[src/rtl/pkt_tile_pkg.sv]
package pkt_tile_pkg;
  localparam int PKT_W  = 32;
  localparam int WORD_W = 16;
  localparam int BYTE_W = 8;

  localparam logic [3:0] OPC_LOAD_A  = 4'h1;
  localparam logic [3:0] OPC_LOAD_B  = 4'h2;
  localparam logic [3:0] OPC_COMPUTE = 4'h3;
  localparam logic [3:0] OPC_RESULT  = 4'h4;
  localparam logic [3:0] OPC_READ    = 4'h5;
  localparam logic [3:0] OPC_RECEIPT = 4'h6;
  localparam logic [3:0] OPC_JOB     = 4'h7;
  localparam logic [3:0] OPC_NONCE   = 4'h8;

  typedef enum logic [1:0] {
    RSP_IDLE    = 2'd0,
    RSP_RESULT  = 2'd1,
    RSP_RECEIPT = 2'd2
  } rsp_state_e;

  function automatic logic [PKT_W-1:0] build_result(input logic [1:0] tid,
                                                    input logic [WORD_W-1:0] res);
    build_result = {OPC_RESULT, 2'b00, tid, 8'h00, res};
  endfunction

  function automatic logic [PKT_W-1:0] build_receipt(input logic [1:0] tid,
                                                     input logic [BYTE_W-1:0] job,
                                                     input logic [WORD_W-1:0] res);
    build_receipt = {OPC_RECEIPT, 2'b00, tid, OPC_COMPUTE, 4'h0,
                     job ^ res[BYTE_W-1:0], job};
  endfunction
endpackage

[src/rtl/tile_decode.sv]
module tile_decode
  import pkt_tile_pkg::*;
#(
  parameter int TILE_ID    = 0,
  parameter int LANE_IDX_W = 2
) (
  input  logic                  take,
  input  logic [PKT_W-1:0]      pkt,
  output logic                  wr_a,
  output logic                  wr_b,
  output logic                  wr_job,
  output logic                  wr_nonce,
  output logic                  do_compute,
  output logic                  do_read,
  output logic [LANE_IDX_W-1:0] lane_idx,
  output logic [WORD_W-1:0]     payload
);
  logic       for_me;
  logic [3:0] opc;
  logic       unused_hdr;

  assign opc        = pkt[31:28];
  assign for_me     = take && (pkt[27:26] == 2'(TILE_ID));
  assign lane_idx   = pkt[20 +: LANE_IDX_W];
  assign payload    = pkt[WORD_W-1:0];
  assign unused_hdr = ^pkt[25:16];

  always_comb begin
    wr_a       = 1'b0;
    wr_b       = 1'b0;
    wr_job     = 1'b0;
    wr_nonce   = 1'b0;
    do_compute = 1'b0;
    do_read    = 1'b0;
    if (for_me) begin
      unique case (opc)
        OPC_LOAD_A:  wr_a       = 1'b1;
        OPC_LOAD_B:  wr_b       = 1'b1;
        OPC_JOB:     wr_job     = 1'b1;
        OPC_NONCE:   wr_nonce   = 1'b1;
        OPC_COMPUTE: do_compute = 1'b1;
        OPC_READ:    do_read    = 1'b1;
        default: ;
      endcase
    end
  end
endmodule

[src/rtl/tile_lane_bank.sv]
module tile_lane_bank
  import pkt_tile_pkg::*;
#(
  parameter int LANES      = 4,
  parameter int LANE_IDX_W = 2
) (
  input  logic                    clk,
  input  logic                    rst_ni,
  input  logic                    wr_a,
  input  logic                    wr_b,
  input  logic [LANE_IDX_W-1:0]   lane_idx,
  input  logic [WORD_W-1:0]       wdata,
  output logic [LANES*WORD_W-1:0] a_bus,
  output logic [LANES*WORD_W-1:0] b_bus
);
  for (genvar i = 0; i < LANES; i++) begin : g_lane
    logic              hit, en_a, en_b;
    logic [WORD_W-1:0] a_q, b_q;

    assign hit  = (lane_idx == LANE_IDX_W'(i));
    assign en_a = wr_a && hit;
    assign en_b = wr_b && hit;

    always_ff @(posedge clk or negedge rst_ni) begin
      if (!rst_ni) begin
        a_q <= '0;
        b_q <= '0;
      end else begin
        if (en_a) a_q <= wdata;
        if (en_b) b_q <= wdata;
      end
    end

    assign a_bus[i*WORD_W +: WORD_W] = a_q;
    assign b_bus[i*WORD_W +: WORD_W] = b_q;
  end
endmodule

[src/rtl/tile_resp_seq.sv]
module tile_resp_seq
  import pkt_tile_pkg::*;
#(
  parameter int TILE_ID = 0
) (
  input  logic              clk,
  input  logic              rst_ni,
  input  logic              wr_job,
  input  logic              do_compute,
  input  logic              do_read,
  input  logic [BYTE_W-1:0] job_in,
  input  logic [WORD_W-1:0] dot_result,
  input  logic              out_ready,
  output logic              out_valid,
  output logic [PKT_W-1:0]  out_pkt,
  output logic              idle
);
  rsp_state_e        state_q, state_d;
  logic [BYTE_W-1:0] job_q;
  logic [WORD_W-1:0] res_q;

  always_comb begin
    state_d = state_q;
    unique case (state_q)
      RSP_IDLE:    if (do_read)   state_d = RSP_RESULT;
      RSP_RESULT:  if (out_ready) state_d = RSP_RECEIPT;
      RSP_RECEIPT: if (out_ready) state_d = RSP_IDLE;
      default:                    state_d = RSP_IDLE;
    endcase
  end

  always_ff @(posedge clk or negedge rst_ni) begin
    if (!rst_ni) begin
      state_q <= RSP_IDLE;
      job_q   <= '0;
      res_q   <= '0;
    end else begin
      state_q <= state_d;
      if (wr_job)     job_q <= job_in;
      if (do_compute) res_q <= dot_result;
    end
  end

  assign idle      = (state_q == RSP_IDLE);
  assign out_valid = !idle;

  always_comb begin
    unique case (state_q)
      RSP_RESULT:  out_pkt = build_result(2'(TILE_ID), res_q);
      RSP_RECEIPT: out_pkt = build_receipt(2'(TILE_ID), job_q, res_q);
      default:     out_pkt = '0;
    endcase
  end

  // an offered packet holds while the receiver stalls
  assert_hold_stall_R9: assert property (@(posedge clk) disable iff (!rst_ni)
    (out_valid && !out_ready) |=> (out_valid && $stable(out_pkt)));

  // the receipt appears only after a RESULT handshake or while it waits
  assert_receipt_order_R8: assert property (@(posedge clk) disable iff (!rst_ni)
    (out_valid && out_pkt[31:28] == OPC_RECEIPT) |->
      ($past(out_valid && out_ready && out_pkt[31:28] == OPC_RESULT) ||
       $past(out_valid && !out_ready && out_pkt[31:28] == OPC_RECEIPT)));

  // RESULT handshake leads directly to a receipt with a matching checksum
  assert_receipt_follows_R8: assert property (@(posedge clk) disable iff (!rst_ni)
    (out_valid && out_ready && out_pkt[31:28] == OPC_RESULT) |=>
      (out_valid && out_pkt[31:28] == OPC_RECEIPT &&
       (out_pkt[15:8] ^ out_pkt[7:0]) == $past(out_pkt[7:0])));
endmodule

[src/rtl/pkt_compute_tile.sv]
module pkt_compute_tile
  import pkt_tile_pkg::*;
#(
  parameter int TILE_ID = 0,
  parameter int LANES   = 4
) (
  input  logic                    clk,
  input  logic                    rst_n,
  input  logic                    pkt_in_valid,
  output logic                    pkt_in_ready,
  input  logic [31:0]             pkt_in,
  output logic                    pkt_out_valid,
  input  logic                    pkt_out_ready,
  output logic [31:0]             pkt_out_pkt,
  output logic [LANES*16-1:0]     opnd_a,
  output logic [LANES*16-1:0]     opnd_b,
  output logic [7:0]              nonce,
  input  logic [15:0]             dot_result
);
  localparam int LANE_IDX_W = (LANES > 1) ? $clog2(LANES) : 1;

  logic [1:0]            rst_sync_q;
  logic                  rst_int_n;
  logic                  take, seq_idle;
  logic                  wr_a, wr_b, wr_job, wr_nonce, do_compute, do_read;
  logic [LANE_IDX_W-1:0] lane_idx;
  logic [WORD_W-1:0]     payload;
  logic [BYTE_W-1:0]     nonce_q;

  always_ff @(posedge clk or negedge rst_n) begin
    if (!rst_n) rst_sync_q <= 2'b00;
    else        rst_sync_q <= {rst_sync_q[0], 1'b1};
  end
  assign rst_int_n = rst_sync_q[1];

  assign pkt_in_ready = rst_int_n && seq_idle;
  assign take         = pkt_in_valid && pkt_in_ready;

  tile_decode #(.TILE_ID(TILE_ID), .LANE_IDX_W(LANE_IDX_W)) u_dec (
    .take(take), .pkt(pkt_in), .wr_a(wr_a), .wr_b(wr_b), .wr_job(wr_job),
    .wr_nonce(wr_nonce), .do_compute(do_compute), .do_read(do_read),
    .lane_idx(lane_idx), .payload(payload)
  );

  tile_lane_bank #(.LANES(LANES), .LANE_IDX_W(LANE_IDX_W)) u_bank (
    .clk(clk), .rst_ni(rst_int_n), .wr_a(wr_a), .wr_b(wr_b),
    .lane_idx(lane_idx), .wdata(payload), .a_bus(opnd_a), .b_bus(opnd_b)
  );

  tile_resp_seq #(.TILE_ID(TILE_ID)) u_seq (
    .clk(clk), .rst_ni(rst_int_n), .wr_job(wr_job), .do_compute(do_compute),
    .do_read(do_read), .job_in(payload[BYTE_W-1:0]), .dot_result(dot_result),
    .out_ready(pkt_out_ready), .out_valid(pkt_out_valid), .out_pkt(pkt_out_pkt),
    .idle(seq_idle)
  );

  always_ff @(posedge clk or negedge rst_int_n) begin
    if (!rst_int_n)    nonce_q <= '0;
    else if (wr_nonce) nonce_q <= payload[BYTE_W-1:0];
  end
  assign nonce = nonce_q;

  // no request is taken while a response is offered
  assert_in_blocked_R10: assert property (@(posedge clk) disable iff (!rst_int_n)
    pkt_out_valid |-> !pkt_in_ready);

  // a packet for another tile leaves the stored state alone
  assert_foreign_ignored_R4: assert property (@(posedge clk) disable iff (!rst_int_n)
    (take && pkt_in[27:26] != 2'(TILE_ID)) |=>
      ($stable(opnd_a) && $stable(opnd_b) && $stable(nonce)));

  // a read starts the RESULT packet on the next clock
  assert_read_starts_R7: assert property (@(posedge clk) disable iff (!rst_int_n)
    (take && pkt_in[27:26] == 2'(TILE_ID) && pkt_in[31:28] == OPC_READ) |=>
      (pkt_out_valid && pkt_out_pkt[31:28] == OPC_RESULT));
endmodule

[config.mk]
export PLATFORM = sky130hd
export DESIGN_NAME = pkt_compute_tile
export DESIGN_NICKNAME = d
export VERILOG_FILES = /design/src/rtl/pkt_tile_pkg.sv /design/src/rtl/tile_decode.sv /design/src/rtl/tile_lane_bank.sv /design/src/rtl/tile_resp_seq.sv /design/src/rtl/pkt_compute_tile.sv
export SDC_FILE = /design/constraint.sdc
export NUM_CORES = 1
export LEC_CHECK = 0
export ABC_AREA = 1
export BUFFER_PORTS_ARGS = -buffer_cell sky130_fd_sc_hd__buf_2
export CELL_PAD_IN_SITES_DETAIL_PLACEMENT = 0
export CELL_PAD_IN_SITES_GLOBAL_PLACEMENT = 2
export CORE_MARGIN = 2
export CORE_UTILIZATION = 24
export CTS_CLUSTER_DIAMETER = 50
export DETAILED_ROUTE_END_ITERATION = 16
export PLACE_DENSITY_LB_ADDON = 0.1
export SETUP_SLACK_MARGIN = 0.1
export SYNTH_ARGS = -nofsm -noshare
export SYNTH_HDL_FRONTEND = slang
export SYNTH_SLANG_ARGS = --single-unit
[constraint.sdc]
create_clock -name clk -period 5.7 [get_ports clk]
set_input_delay 0.57 -clock clk [delete_from_list [all_inputs] [get_ports clk]]
set_output_delay 0.57 -clock clk [all_outputs]
set_load 0.03 [all_outputs]
==> results of run 1 <==
## kinds of logic after synthesis
kind of cell    Yosys count  synth area share (%)
simple gates            383                  24.6
flops                   164                  59.9
compound gates          113                  8.29
buf+inv                  87                  6.08
fa+ha+maj                 6                  1.10
other cells               2                 0.110
## synth_stat cells
| library cell | n |
|---|---|
| conb_1 | 2 |
| ha_1 | 6 |
| clkinv_1 | 1 |
| clkbuf_1 | 25 |
| nand2_1 | 294 |
| inv_1 | 29 |
| buf_4 | 20 |
| nand3_1 | 5 |
| o21bai_1 | 1 |
| buf_2 | 12 |
| nor3_4 | 1 |
| nand4_1 | 64 |
| o21ai_0 | 86 |
| nor3_1 | 1 |
| nand3_2 | 8 |
| dfrtp_1 | 164 |
| o21ai_1 | 2 |
| nor2_2 | 3 |
| nor2_1 | 6 |
| nand4_2 | 1 |
| a21oi_1 | 24 |
## critical path: stages, from the launching register on
cell	delay, ns
dfrtp_4	0.76
nand3_1	0.21
nor2_4	0.47
buf_4	0.63
nand3_2	0.51
nand2_1	0.17
nand2_1	0.07
## worst min-delay path by stage
| stage | from | endpoint | cells after the start |
|---|---|---|---|
| floorplan | rst_n | rst_sync_q[0] | 0 |
| CTS | dot_result[0] | u_seq.res_q[0] | 3 |
| finish | rst_sync_q[1] | u_seq.res_q[11] | 0 |
| detailed placement | rst_sync_q[1] | u_bank.g_lane[0].a_q[1] | 0 |
| global placement | rst_sync_q[1] | u_bank.g_lane[0].a_q[2] | 0 |
| global route | dot_result[11] | u_seq.res_q[11] | 3 |
## through the flow
stage,std cells,utilization (%)
floorplan,766,-
global placement,1296,29.1
detailed placement,1296,29.1
CTS,1329,31.2
global route,1329,31.2
finish,1331,31.2
## metal layers
| metal | wire length [um] | GRT usage, % | part of all wire, % |
|---|---|---|---|
| met3 | 1290 | 4.24 | 5.4 |
| met1 | 10800 | 21.0 | 45 |
| met4 | 174 | 3.11 | 0.73 |
| met2 | 11500 | 26.3 | 48 |
| met5 | 0 | 0 | 0 |
## placed cells by master, fill, tap and decap left out, drive strengths merged, types with 6 or more instances in the layout
cell	n
a21oi	24
buf	209
inv	35
dfrtp	164
clkbuf	19
nand2	294
conb	13
nor2	9
ha	6
nand3	13
nand4	65
o21ai	88
## registers in the layout (all words and copies together) (netlist names)
signal / flops
u_bank.g_lane.a_q: 64
u_bank.g_lane.b_q: 64
u_seq.res_q: 16
nonce: 8
u_seq.job_q: 8
rst_sync_q: 2
u_seq.state_q: 2
## repair_timing
item | 4_1_cts | 5_1_grt
endpoints found under the hold margin | 2 | 0
hold buffers | 1 | 0
endpoints found under the setup margin | 0 | 0
## power breakdown
part | switching [uW] | internal (uW) | total [uW]
Combinational | 362 | 112 | 474
Clock | 538 | 596 | 1130
Sequential | 40.9 | 1220 | 1260
Total | 941 | 1920 | 2860
## cell type report
cell class	instances	area share, %
antenna	2	0.0574
multi-input combinational	515	27.3
clock inverter	13	1.29
sequential	164	47.1
inverter	30	1.29
timing repair buffer	210	12.3
clock buffer	19	5.19
tap	378	5.42
==> flow_results.org, run 1 <==
** Run status
- The flow ran to the end, and the final reports show no timing, DRC or antenna violations.

** Final layout
- After filler insertion, the fill cell instance count of the layout stands at 3065.
- From synthesis to final layout, the design area changed by 27.2%.
- Across the whole layout, storage elements account for around 4100 um2.
- In the final design database the tool counted between 900 and 1000 nets.
- Footprint of the multi-input gates :: 2380 um2
- Share of layout cells above drive strength 1 :: 26.8%
- Once layout is done, the placed cells without fillers occupy about 8700 um2.

** Detailed routing
- Wires add up to about 24 mm.
- Number of iterations in the first detailed-routing pass :: 4
- The routed layout has ~5700 vias.
- In the final routed layout, each cell accounts on average for 17.9 um.
- DRC marker count from the first detailed-route iteration :: 393
- Vias per Instance :: ~4.3
- Post-route DRC :: 0
- Post-route antenna net violation count :: 0

** Placement
- Buffers placed on the I/O ports in this run total about 200.
- Worst-case setup slack after placement :: around 2.7 ns
- Detailed placement ended at an HPWL of about 16 mm.
- The congestion estimate from routability-driven global placement came to 0.713.
- After detailed placement, the total cell area comes to 8140 um2.

** Worst setup path
- Data arrives at the worst endpoint at around 3.3 ns.
- The worst register-to-register path ends at u_bank.g_lane[0].b_q[3].
- Critical Path Start :: rst_sync_q[1]
- Data required time at the worst endpoint :: 6.02 ns
- Number of cell instances on the worst register-to-register path :: 6
- Category of the worst setup path launch point :: register
- Largest fanout on the critical path :: between 50 and 60
- Critical R2R Launch :: rst_sync_q[1]
- The critical path is of the reg -> reg type.
- Reg-to-reg slack, setup :: around 2.7 ns
- STA classifies the critical path endpoint as a register.
- In this run the worst setup path terminates at u_bank.g_lane[0].b_q[3].

** Logic synthesis
- Seq cells post-synth :: 164
- Post-synthesis instance area :: 6860 um2
- Leading cell types by total area after synthesis :: dfrtp_1 60%, nand2_1 16%, o21ai_0 6.3%
- A synthesized cell averages between 9 and 10 um2.
- Top-area cell type share of the netlist area :: around three fifths
- Cell taking the most area after synthesis :: dfrtp_1
- Sequential-to-total area share from yosys stat :: roughly three fifths
- During synthesis, Yosys emitted a total of 0 warnings.
- Post-synthesis cell type count :: 21
- Counting every instance in the synthesized netlist gives around 760.

** STA
- Setup violations, final :: 0
- Final worst-path cycle share :: a little over half
- Worst rel slew slack :: a little under two fifths
- Setup Skew :: 0.0163 ns
- Setup total negative slack on the finished layout was measured at 0 ns.
- Setup slack closes at about 2.7 ns.
- Setup repair after global routing left no endpoint under its margin.
- Hold Fails Final Rpt :: 0
- Final Slew Violations :: 0
- Across all hold checks on the routed design, the worst slack comes to 0.306 ns.
- Shortest period the worst path allows :: roughly 3 ns
- Transition time at the pin with the least slew margin :: 0.942 ns
- Derived from the worst setup path, the maximum achievable clock frequency is 337 MHz.

** Die
- Measured along the y axis, the die boundary spans about 170 um.
- Starting density of the core :: between 20% and 30%
- Pin placement for this block handled about 220 I/O pins.
- Core Box Area :: around 28000 um2
- The die covers 29900 um2.
- The die is about 170 um wide.
- The floorplan has 61 rows.

** Global routing
- Global routing used between 10% and 20% of the available tracks across all layers.
- After global routing the overflow that remains totals 0.
- The number of antenna violations at the first check in global routing came to 1.
- Entering global routing, the biggest net connects 71 pins.
- Wire length of the first global-routing pass :: roughly 37 mm
- Vias in the first global route :: roughly 5800

** Clocking
- Cells resized by post-CTS repair :: 0
- Clock tree from TritonCTS :: built
- The clock net in this run drives a total of between 150 and 200 sinks.
- Post-CTS timing repair inserted 0 buffers for setup.
- The H-tree generated during clock tree synthesis spans 4 levels.
- Number of clock buffers inserted by TritonCTS :: 17
- Clock latency of the later-clocked register in the worst-skew pair :: 0.43 ns
- Clock-pin slew was measured on the worst setup and hold paths at about 0.08 ns.
- Root Driver :: clkbuf_16
- Maximum buffer depth of the clock tree :: 2

** Power and ir drop
- Maximum ir drop on the vdd rail :: 0.140 mV
- Summed over all cells, the static leakage comes to around 0.0048 uW.
- Power density relative to cell area :: 328 nW/um2
- Total power for the finished layout comes to around 2900 uW.

** Flow run
- Across the run, the number of max-cap violations was 0.

** Hold path
- Worst hold path type :: reg -> async
Note: power is estimated with default switching activity, not from simulation.
==> run 2: changes to the inputs <==
Clock period 5.7 ns to 2.7 ns, I/O delays scaled along.
==> run 2 against run 1 <==
Sequential cell count unchanged; clock power is 110% higher; combinational power increased by 120%; global-route usage is 0.19 points higher; die area is the same; critical endpoint is now pkt_out_pkt[5]; largest cell class unchanged.
==> flow_results.org, run 2 (same netlist as run 1, synthesis figures left out) <==
** Run status
- Result of the run: completed (unchanged).

** STA
- Final hold slack :: 0.0433 ns (was 0.306 ns)
- Fmax :: 433 MHz
- Setup Skew :: 0.0212 ns (was 0.0163 ns)
- Final Slew Violations :: 0 (unchanged)
- Subtracting the final worst setup slack from the clock period gives approximately 2.3 ns.
- The relative slew slack came to 38.6% (was 37.2%).
- Final setup margin :: 0.392 ns (was 2.73 ns)
- Hold Fails Final Rpt :: 0 (unchanged)
- Setup TNS :: 0 ns (unchanged)
- Of the available clock period, the critical path in the final layout requires 85.5%.
- RSZ-0062 raised after global routing: no (unchanged).
- The transition at the pin with the smallest max-transition slack was 0.921 ns (was 0.942 ns).
- Setup violations, final :: 0 (unchanged)

** Final layout
- Largest registers: u_bank.g_lane.a_q x64, u_bank.g_lane.b_q x64, u_seq.res_q x16 (unchanged).
- Share of layout cells above drive strength 1 :: 27.3% (was 26.8%)
- Leading cell types in the layout, fill and taps excluded :: 294 x nand2_1, 201 x buf_2, 163 x dfrtp_1 (unchanged)
- The number of nets in the final layout is 1005 (was 996).
- The area of combinational cells with multiple inputs was 2380 um2 (unchanged).
- Sequential Area :: 4110 um2 (unchanged)
- Non-filler instance count after layout :: 1340 (was 1331)
- The total of fill cells in the finished design is 3025 (was 3065).
- The utilization after layout was 31.6% (was 31.2%).
- The area overhead of the layout relative to synthesis came to 28.7% (was 27.2%).
- Most common library cell in the layout ignoring fill and taps :: nand2_1 (unchanged)

** Hold path
- The worst min-delay path category is in -> reg (was reg -> async).
- The worst hold path begins at dot_result[15].
- The path with the worst hold slack has its endpoint at u_seq.res_q[15].
- Along the worst hold path, the cell count comes to 3.

** Placement
- Number of placed cells counting well taps :: 1305 (was 1296)
- Count of port buffers added during placement :: 201 (unchanged)
- Global placement routability congestion :: 0.726 (was 0.713)
- Worst-case setup slack after placement :: 0.471 ns (was 2.65 ns)
- The HPWL after detailed placement came to 16.2 mm (was 16.3 mm).

** Detailed routing
- DRC marker count from the first detailed-route iteration :: 388 (was 393)
- DRT Wirelength :: 23.7 mm (was 23.8 mm)
- Detailed-route wire length per cell :: 17.7 um (was 17.9 um)
- Post-route antenna net violation count :: 0 (unchanged)
- The detailed-route via count came to 5753 (was 5729).
- Post-route DRC :: 0 (unchanged)
- The detailed-route vias per instance was 4.29 (was 4.30).
- Number of iterations in the first detailed-routing pass :: 6 (was 4)

** Worst setup path
- Data required time at the worst endpoint :: 2.43 ns (was 6.02 ns)
- Critical R2R Launch :: u_seq.state_q[1] (was rst_sync_q[1])
- Critical setup path kind :: reg -> out (was reg -> reg)
- Data arrival, critical path :: 2.04 ns (was 3.29 ns)
- The largest fanout of any net on the critical path was 16 (was 59).
- Category of the worst setup path launch point :: register (unchanged)
- The cell count of the worst reg-to-reg path is 8 (was 6).
- End of the worst register-to-register path :: u_bank.g_lane[3].b_q[15] (was u_bank.g_lane[0].b_q[3])
- The kind of capture point of the worst setup path was a primary output (was register).
- The worst-case register-to-register setup slack came to 0.49 ns (was 2.73 ns).

** Clocking
- The clock buffer count from CTS was 17 (unchanged).
- The number of clock sinks seen by CTS came to 164 (unchanged).
- The maximum level of the CTS H-tree came to 4 (unchanged).
- The latest clock arrival within the worst-skew pair is 0.43 ns (about the same).
- The TritonCTS clock tree is built (unchanged).
- Root Driver :: clkbuf_16 (unchanged)
- Register clock-pin slew on the reported worst setup and hold paths :: 0.08 ns (about the same)
- The number of buffers on the longest clock path was 2 (unchanged).

** Die
- Die span in x :: 173 um (unchanged)
- The core box area came to 27900 um2 (unchanged).
- The die outline area was 29900 um2 (unchanged).
- Starting density of the core :: 24.5% (unchanged)
- The number of placement rows came to 61 (unchanged).
- The top-level port count is 222 (unchanged).
- Floorplan die height :: 173 um (unchanged)

** Global routing
- The pin count of the biggest net entering global routing came to 162 (was 71).
- Overflow after GRT :: 0 (unchanged)
- Antenna violations before repair :: 2 (was 1)
- The via count of the first global-routing pass is 5905 (was 5797).
- Wire length of the first global-routing pass :: 37.3 mm (was 36.6 mm)
- The aggregate global-route resource usage was 16.1% (was 15.9%).

** Flow run
- The count of max-cap constraint violations was 0 (unchanged).

** Power and ir drop
- Power density relative to cell area :: 689 nW/um2 (was 328 nW/um2)
- Standby leakage power :: 0.00488 uW (was 0.00482 uW)
- Maximum ir drop on the vdd rail :: 0.406 mV (was 0.140 mV)
-- run 2: critical path, cell delays in order (launching register included) --
cell and delay [ns]:
dfrtp_1 0.41, inv_1 0.11, ha_1 0.33, inv_1 0.41
a21oi_1 0.13, buf_2 0.21
-- run 2: final cells by class --
| cell class | count | area share (%) |
|---|---|---|
| well taps | 378 | 5.36 |
| multi-input cells | 515 | 27.0 |
| inverters | 30 | 1.28 |
| flip-flops and latches | 164 | 46.6 |
| repair buffers | 219 | 13.3 |
| diodes | 2 | 0.0567 |
| clock buffers | 19 | 4.91 |
| clock inverters | 13 | 1.57 |
-- run 2: power by group --
group	switching, uW	internal [uW]
sequential	78.4	2570
clock	1170	1240
combinational	779	251
total	2020	4060
-- run 2: worst max-delay path by stage --
| stage | startpoint | end | slack (ns) | depth (start not counted) |
|---|---|---|---|---|
| floorplan | rst_sync_q[1] | u_bank.g_lane[0].b_q[0] | -0.02 | 7 |
| global placement | u_seq.state_q[0] | u_bank.g_lane[3].b_q[7] | 0.49 | 8 |
| detailed placement | u_seq.state_q[0] | u_bank.g_lane[0].b_q[4] | 0.47 | 8 |
| CTS | u_seq.state_q[0] | pkt_out_pkt[5] | 0.35 | 5 |
| global route | u_seq.state_q[0] | pkt_out_pkt[5] | 0.19 | 5 |
| finish | u_seq.state_q[1] | pkt_out_pkt[5] | 0.39 | 5 |
-- run 2: per-layer routing --
layer	wire (um)	track usage [%]	vias up	part of all wire, %
met5	0	0	-	0
met4	303	4.38	0	1.3
met3	1090	3.76	19	4.6
met2	11200	25.5	154	47
met1	11000	22.1	2720	47
li1	-	-	2860	-
-- run 2: through the flow --
step,power [uW],instance area (um2)
6_report,6080,8820
5_1_grt,6430,8820
4_1_cts,6200,8810
3_5_place_dp,3750,8230
3_3_place_gp,3750,8230
2_1_floorplan,3390,6910
-- run 2: repair_timing --
action / in CTS / in global routing
gates resized for setup: 0 / 0
hold buffers: 1 / 0
setup buffers: 0 / 0
hold endpoints to repair: 2 / 0
